===== config.mk =====
export PLATFORM = sky130hd
export DESIGN_NAME = row_readout_seq
export DESIGN_NICKNAME = d
export VERILOG_FILES = /design/src/rtl/row_seq_pkg.sv /design/src/rtl/row_win_cnt.sv /design/src/rtl/row_conv_hs.sv /design/src/rtl/row_readout.sv /design/src/rtl/row_readout_seq.sv
export SDC_FILE = /design/constraint.sdc
export NUM_CORES = 1
export LEC_CHECK = 0
export BUFFER_PORTS_ARGS = -buffer_cell sky130_fd_sc_hd__buf_2
export CAP_MARGIN = 30
export CORE_ASPECT_RATIO = 1.2
export CORE_MARGIN = 3
export CORE_UTILIZATION = 30
export CTS_BUF_LIST = sky130_fd_sc_hd__clkbuf_8
export DETAILED_ROUTE_END_ITERATION = 10
export REMOVE_ABC_BUFFERS = 1
export SETUP_SLACK_MARGIN = 0.4
export SYNTH_ARGS = -nofsm -noshare
export SYNTH_HDL_FRONTEND = slang
export SYNTH_SLANG_ARGS = --single-unit
export TNS_END_PERCENT = 100

===== constraint.sdc =====
create_clock -name clk_i -period 4.95 [get_ports clk_i]
set_clock_uncertainty 0.15 [all_clocks]
set_input_delay 0.495 -clock clk_i [delete_from_list [all_inputs] [get_ports clk_i]]
set_output_delay 0.495 -clock clk_i [all_outputs]
set_load 0.05 [all_outputs]

===== src/rtl/row_seq_pkg.sv =====
package row_seq_pkg;
  typedef enum logic [1:0] {CV_IDLE, CV_STRB, CV_WAIT} conv_st_e;
  typedef enum logic [1:0] {RO_IDLE, RO_LOAD, RO_READ, RO_BLANK} rdo_st_e;
  typedef enum logic {SQ_IDLE, SQ_RUN} seq_st_e;
endpackage


===== src/rtl/row_win_cnt.sv =====
module row_win_cnt #(
  parameter int unsigned AW = 10
) (
  input  logic          clk_i,
  input  logic          rst_ni,
  input  logic          load_i,
  input  logic [AW-1:0] first_i,
  input  logic [AW-1:0] last_i,
  input  logic          step_i,
  output logic [AW-1:0] addr_o,
  output logic          more_o
);
  localparam int unsigned LW = AW + 1;

  logic [AW-1:0] next_q, addr_q;
  logic [LW-1:0] left_q, span;

  // reversed window degenerates to a single row
  assign span = (last_i >= first_i) ? (LW'(last_i) - LW'(first_i) + LW'(1)) : LW'(1);

  always_ff @(posedge clk_i or negedge rst_ni) begin
    if (!rst_ni) begin
      next_q <= '0;
      addr_q <= '0;
      left_q <= '0;
    end else if (load_i) begin
      next_q <= first_i;
      left_q <= span;
    end else if (step_i && left_q != '0) begin
      addr_q <= next_q;
      next_q <= next_q + AW'(1);
      left_q <= left_q - LW'(1);
    end
  end

  assign addr_o = addr_q;
  assign more_o = (left_q != '0);
endmodule


===== src/rtl/row_conv_hs.sv =====
module row_conv_hs import row_seq_pkg::*; #(
  parameter int unsigned TIMEOUT = 4096
) (
  input  logic clk_i,
  input  logic rst_ni,
  input  logic go_i,
  input  logic row_done_n_i,
  output logic strt_n_o,
  output logic busy_o,
  output logic done_o,
  output logic tmo_o
);
  localparam int unsigned TW = $clog2(TIMEOUT + 1);

  conv_st_e      st_q, st_d;
  logic [TW-1:0] cnt_q;

  always_comb begin
    st_d   = st_q;
    done_o = 1'b0;
    tmo_o  = 1'b0;
    unique case (st_q)
      CV_IDLE: if (go_i) st_d = CV_STRB;
      CV_STRB: st_d = CV_WAIT;
      CV_WAIT: begin
        // a response in the last allowed cycle still counts
        if (!row_done_n_i) begin
          done_o = 1'b1;
          st_d   = CV_IDLE;
        end else if (cnt_q == TW'(TIMEOUT - 1)) begin
          tmo_o = 1'b1;
          st_d  = CV_IDLE;
        end
      end
      default: st_d = CV_IDLE;
    endcase
  end

  always_ff @(posedge clk_i or negedge rst_ni) begin
    if (!rst_ni) begin
      st_q  <= CV_IDLE;
      cnt_q <= '0;
    end else begin
      st_q  <= st_d;
      cnt_q <= (st_q == CV_WAIT) ? cnt_q + TW'(1) : '0;
    end
  end

  assign strt_n_o = (st_q != CV_STRB);
  assign busy_o   = (st_q != CV_IDLE);
endmodule


===== src/rtl/row_readout.sv =====
module row_readout import row_seq_pkg::*; #(
  parameter int unsigned WORDS   = 1280,
  parameter int unsigned BLANK_W = 8
) (
  input  logic               clk_i,
  input  logic               rst_ni,
  input  logic               go_i,
  input  logic               valid_row_i,
  input  logic               abort_i,
  input  logic [BLANK_W-1:0] blank_i,
  output logic               ld_n_o,
  output logic               rd_en_n_o,
  output logic               pix_valid_o,
  output logic               launch_o,
  output logic               busy_o
);
  localparam int unsigned WW = (WORDS > 2) ? $clog2(WORDS) : 2;

  rdo_st_e            st_q, st_d;
  logic [WW-1:0]      wcnt_q;
  logic [BLANK_W-1:0] bcnt_q, blank_q;
  logic               vrow_q;

  always_comb begin
    st_d = st_q;
    unique case (st_q)
      RO_IDLE:  if (go_i) st_d = RO_LOAD;
      RO_LOAD:  st_d = RO_READ;
      RO_READ:  if (wcnt_q == WW'(WORDS - 1)) st_d = (blank_q == '0) ? RO_IDLE : RO_BLANK;
      RO_BLANK: if (bcnt_q == blank_q - BLANK_W'(1)) st_d = RO_IDLE;
      default:  st_d = RO_IDLE;
    endcase
    if (abort_i) st_d = RO_IDLE;
  end

  always_ff @(posedge clk_i or negedge rst_ni) begin
    if (!rst_ni) begin
      st_q    <= RO_IDLE;
      wcnt_q  <= '0;
      bcnt_q  <= '0;
      blank_q <= '0;
      vrow_q  <= 1'b0;
    end else begin
      st_q   <= st_d;
      wcnt_q <= (st_q == RO_READ) ? wcnt_q + WW'(1) : '0;
      bcnt_q <= (st_q == RO_BLANK) ? bcnt_q + BLANK_W'(1) : '0;
      if (st_q == RO_IDLE && go_i) begin
        blank_q <= blank_i;
        vrow_q  <= valid_row_i;
      end
    end
  end

  assign ld_n_o      = (st_q != RO_LOAD);
  assign rd_en_n_o   = (st_q != RO_READ);
  assign pix_valid_o = (st_q == RO_READ) && vrow_q;
  // two cycles into the read: earliest legal conversion restart
  assign launch_o    = (st_q == RO_READ) && (wcnt_q == WW'(1));
  assign busy_o      = (st_q != RO_IDLE);
endmodule


===== src/rtl/row_readout_seq.sv =====
module row_readout_seq import row_seq_pkg::*; #(
  parameter int unsigned ROW_AW    = 10,
  parameter int unsigned ROW_WORDS = 1280,
  parameter int unsigned BLANK_W   = 8,
  parameter int unsigned TIMEOUT   = 4096
) (
  input  logic               clk_i,
  input  logic               rst_ni,
  input  logic               start_i,
  input  logic               pipe_mode_i,
  input  logic [ROW_AW-1:0]  win_first_i,
  input  logic [ROW_AW-1:0]  win_last_i,
  input  logic [BLANK_W-1:0] blank_i,
  input  logic               row_done_n_i,
  output logic [ROW_AW-1:0]  row_addr_o,
  output logic               row_strt_n_o,
  output logic               ld_shft_n_o,
  output logic               rd_en_n_o,
  output logic               pix_valid_o,
  output logic               row_tick_o,
  output logic               eof_o,
  output logic               err_o,
  output logic               busy_o
);
  seq_st_e            st_q;
  logic               pipe_q, adc_full_q, pend_q, eof_q, err_q, tick_q;
  logic [BLANK_W-1:0] blank_q;
  logic               conv_go, conv_busy, conv_done, conv_tmo;
  logic               rd_go, rd_busy, rd_launch;
  logic               win_load, win_more, frame_end, running;

  assign running  = (st_q == SQ_RUN);
  assign win_load = !running && start_i;

  always_comb begin
    conv_go   = 1'b0;
    rd_go     = 1'b0;
    frame_end = 1'b0;
    if (running && !conv_tmo) begin
      if (pipe_q) begin
        if (rd_launch && pend_q) conv_go = 1'b1;
        if (!rd_busy && !conv_busy && !pend_q) begin
          // leading slot reads an empty register while row 0 converts
          if (adc_full_q || win_more) rd_go = 1'b1;
          else frame_end = 1'b1;
        end
      end else if (!rd_busy && !conv_busy) begin
        if (adc_full_q)    rd_go     = 1'b1;
        else if (win_more) conv_go   = 1'b1;
        else               frame_end = 1'b1;
      end
    end
  end

  always_ff @(posedge clk_i or negedge rst_ni) begin
    if (!rst_ni) begin
      st_q       <= SQ_IDLE;
      pipe_q     <= 1'b0;
      blank_q    <= '0;
      adc_full_q <= 1'b0;
      pend_q     <= 1'b0;
      eof_q      <= 1'b0;
      err_q      <= 1'b0;
      tick_q     <= 1'b0;
    end else begin
      eof_q  <= frame_end;
      err_q  <= conv_tmo;
      tick_q <= conv_done;
      if (win_load) begin
        st_q       <= SQ_RUN;
        pipe_q     <= pipe_mode_i;
        blank_q    <= blank_i;
        adc_full_q <= 1'b0;
        pend_q     <= 1'b0;
      end else if (running) begin
        if (conv_tmo || frame_end) st_q <= SQ_IDLE;
        if (conv_done)  adc_full_q <= 1'b1;
        else if (rd_go) adc_full_q <= 1'b0;
        if (rd_go)        pend_q <= pipe_q && win_more;
        else if (conv_go) pend_q <= 1'b0;
      end
    end
  end

  row_win_cnt #(.AW(ROW_AW)) u_win (
    .clk_i   (clk_i),
    .rst_ni  (rst_ni),
    .load_i  (win_load),
    .first_i (win_first_i),
    .last_i  (win_last_i),
    .step_i  (conv_go),
    .addr_o  (row_addr_o),
    .more_o  (win_more)
  );

  row_conv_hs #(.TIMEOUT(TIMEOUT)) u_conv (
    .clk_i        (clk_i),
    .rst_ni       (rst_ni),
    .go_i         (conv_go),
    .row_done_n_i (row_done_n_i),
    .strt_n_o     (row_strt_n_o),
    .busy_o       (conv_busy),
    .done_o       (conv_done),
    .tmo_o        (conv_tmo)
  );

  row_readout #(.WORDS(ROW_WORDS), .BLANK_W(BLANK_W)) u_rdo (
    .clk_i       (clk_i),
    .rst_ni      (rst_ni),
    .go_i        (rd_go),
    .valid_row_i (adc_full_q),
    .abort_i     (conv_tmo),
    .blank_i     (blank_q),
    .ld_n_o      (ld_shft_n_o),
    .rd_en_n_o   (rd_en_n_o),
    .pix_valid_o (pix_valid_o),
    .launch_o    (rd_launch),
    .busy_o      (rd_busy)
  );

  assign row_tick_o = tick_q;
  assign eof_o      = eof_q;
  assign err_o      = err_q;
  assign busy_o     = running;
endmodule


==> summary.md <==
| Metric | Value |
|---|---|
| Status | `finished clean` |
| Synth Area in XOR/XNOR | `0.0657` |
| Max_cap viols | `0` |
| Sequential area share after synthesis | `0.427` |
| Final core area utilization | `0.351` |
| ANT cells | `0` |
| Place WS | `1.80 ns` |
| Fmax | `324 MHz` |
| Power per cell area | `304 mW/mm²` |
| Unrepaired setup endpoints after global routing | `no` |
| Wire length on met3 | `385 µm` |
| Cell Area, Synth | `0.00533 mm²` |
| Fin crit period | `3.09 ns` |
| PortBufs | `50` |
| Routed via count | `4139` |
| Clock Latency Late Sink | `0.37 ns` |
| IR Drop Worst-Case VDD | `0.161 mV` |
| Fin cells | `840` |
| Post-Synth Simple-Gate Area | `0.218` |
| Pre-antenna DRT Iters | `4` |
| DRC violations left | `0` |
| Vias in the first global route | `4027` |
| Longest Clk Path Bufs | `2` |
| Area grow syn2layout | `13.2%` |
| Standard-cell rows | `52` |
| Vias/cell | `4.93` |
| Layout cells sized above 1 | `0.152` |
| Largest net degree at the start of global routing | `48` |
| Worst setup slack after layout | `1.86 ns` |
| Cells after Synth | `571` |
| CTS Buf Count | `9` |
| Yosys cell types | `66` |
| Cts repair resizes | `0` |
| Critical Path Fanout Max | `23` |
| CP delay by family, top | `compound AO/OA/AOI/OAI gates` |
| WP buf/inv | `0` |
| Post-detail-place hpwl | `8790 µm` |
| R2R Path Start | `u_conv.cnt_q[0]` |
| DRT met1 WL | `5480 µm` |
| Number of flops mapped to enable cells by yosys | `0` |
| Global placement routability congestion | `0.843` |
| Fin. max-slew vios | `0` |
| Cells after DPL | `823` |
| Clk sinks | `91` |
| Syn. warnings | `0` |
| CP required | `5.09 ns` |
| Synth Area in Compound Gates | `0.129` |
| GRT Overall Usage | `0.124` |
| Fraction of registers with async set/reset | `1.00` |
| Hold Vio Cnt, Final | `0` |
| CP arrival | `3.22 ns` |
| Class of the worst hold path | `primary input to flop` |
| CTS root buf | `clkbuf_8` |
| Initial drt markers | `211` |
| Routed wire length | `11700 µm` |
| Synth Register Bits | `91` |
| Layout Nets | `687` |
| Initial Utilization | `0.310` |
| Crit end category | `flop` |
| Avg Synthesized Cell Area | `9.33 µm²` |
| Crit. Startpoint | `u_conv.cnt_q[0]` |
| Met2 WL post-DR | `5550 µm` |
| Die width | `128 µm` |
| Area of the die | `0.0194 mm²` |
| Initial antenna violation count | `0` |
| P_leak | `2.87 nW` |
| Critical setup path kind | `flop to flop` |
| Crit-path max cell delay | `0.65 ns` |
| Worst Hold Launch | `blank_i[4]` |
| GRT overflow | `0` |
| Worst slew pin tran | `0.883 ns` |
| # setup viols final | `0` |
| Synth Flop Type | `dfrtp_1` |
| Final Cycle Share | `0.623` |
| Setup TNS | `0 ns` |
| Fill cells | `1818` |
| CORE AREA | `0.0172 mm²` |
| CP Cell Sequence | `ha_1 -> nand4_1 -> o41ai_2 -> a211o_1 -> nand2_1 -> o211a_1 -> o22ai_1` |
| I/O pin count | `51` |
| Die H | `152 µm` |
| Highest metal used | `met4` |
| Post CTS Setup Buffer Count | `0` |
| CP max stage cell | `a211o_1` |
| Global-route wire length before repair | `19800 µm` |
| Routed Antenna Nets | `0` |
| Htree depth | `3` |
| Slew margin rel. | `0.406` |
| Post-Synth Adder-Cell Area | `0.0892` |
| Portion of netlist area occupied by mux cells | `0.0265` |
| Startpoint types | `flop` |
| CTS tree | `done` |
| Clock slew at reported path FFs | `0.10 ns` |
| Main combinational cell family by area after synthesis | `simple AND/OR/NAND/NOR gates` |
| Wire per inst | `13.9 µm` |
| Final Total Pwr | `1.83 mW` |
==> cells in the final DEF, fill, tap and decap left out, types with 4 or more instances in the layout <==
cell type	instances
nand3_1	21
nor4_1	7
fa_1	5
xor2_1	24
and3_1	9
a211oi_1	4
nor2_1	55
nand2b_1	11
inv_1	40
nand4_1	5
dfrtp_1	91
o21bai_1	5
a221o_1	4
a31oi_1	12
a21oi_1	24
xnor2_1	16
o21ai_0	19
nor3_1	18
or3_1	4
mux2_4	8
nand2_1	82
ha_1	30
clkbuf_8	10
buf_4	4
buf_2	49
==> tightest hold or removal path, cell delays in order <==
cell     delay [ns]
buf_2          0.07
nand2_1        0.04
nand2_1        0.05
==> flip-flops by register name (all words and copies together) (netlist names), 2 cells and up <==
name,count
u_win.next_q,10
u_win.addr_o,10
u_rdo.blank_q,8
u_rdo.wcnt_q,11
u_rdo.bcnt_q,8
u_conv.st_q,2
u_rdo.st_q,2
blank_q,8
u_win.left_q,11
u_conv.cnt_q,13
==> through the flow <==
stage / cell area (µm²) / hold WS [ns]
finish: 6030 / 0.161
global route: 6030 / 0.156
global placement: 5790 / 0.307
floorplan: 5240 / 0.0494
detailed placement: 5790 / 0.310
CTS: 6030 / 0.140
==> cell type report <==
| type | instances | area, µm² | share of cell area |
|---|---|---|---|
| Clock buffer | 10 | 138 | 0.0228 |
| Clock inverter | 6 | 95.1 | 0.0158 |
| Inverter | 40 | 150 | 0.0249 |
| Multi-Input combinational cell | 423 | 2820 | 0.467 |
| Sequential cell | 91 | 2280 | 0.377 |
| Tap cell | 216 | 270 | 0.0448 |
| Timing Repair Buffer | 54 | 285 | 0.0473 |
==> timing repair <==
item	in CTS	in global routing
hold endpoints to repair	44	0
hold buffers	1	0
endpoints found under the setup margin	0	0
==> final timing paths <==
check / end / slack, ns / cells after the start
max reg2reg: u_win.next_q[5] / 1.86 / 7
min: blank_q[4] / 0.16 / 3
max: u_win.next_q[5] / 1.86 / 7
max in group asynchronous: u_conv.cnt_q[4] / 3.11 / 3
min reg2reg: u_conv.cnt_q[0] / 0.33 / 1
min in group asynchronous: err_o / 0.50 / 2
==> per-layer routing <==
layer	vias to the layer above	track usage
met5	-	0
met4	0	0.0440
met3	20	0.0256
met2	73	0.200
met1	1971	0.165
li1	2075	-
==> cell usage after synthesis (all sizes together), types with 6 or more instances <==
cell type,instances,share of area
dfrtp,91,0.43
nand2,82,0.058
nor2,55,0.039
inv,40,0.028
ha,30,0.070
a21oi,26,0.026
xor2,24,0.039
nand3,22,0.023
o21ai,20,0.019
nor3,18,0.017
xnor2,16,0.026
a31oi,12,0.014
clkbuf,11,0.0077
nand2b,11,0.013
and3,9,0.011
mux2,9,0.025
nor4,7,0.0082
buf,6,0.0085
==> cell families after synthesis <==
logic type | after synthesis
adders and majority gates | 35
xor gates and xnor gates | 40
and+or+nand+nor | 236
DFF | 91
buffers and inverters | 57
AOI/OAI and AO/OA | 102
muxes | 10
==> power by group <==
group | switching, mW | internal, mW
logic | 0.198 | 0.154
clock network | 0.282 | 0.304
registers | 0.0767 | 0.818
total | 0.556 | 1.28
(Power assumes the default switching activity.)
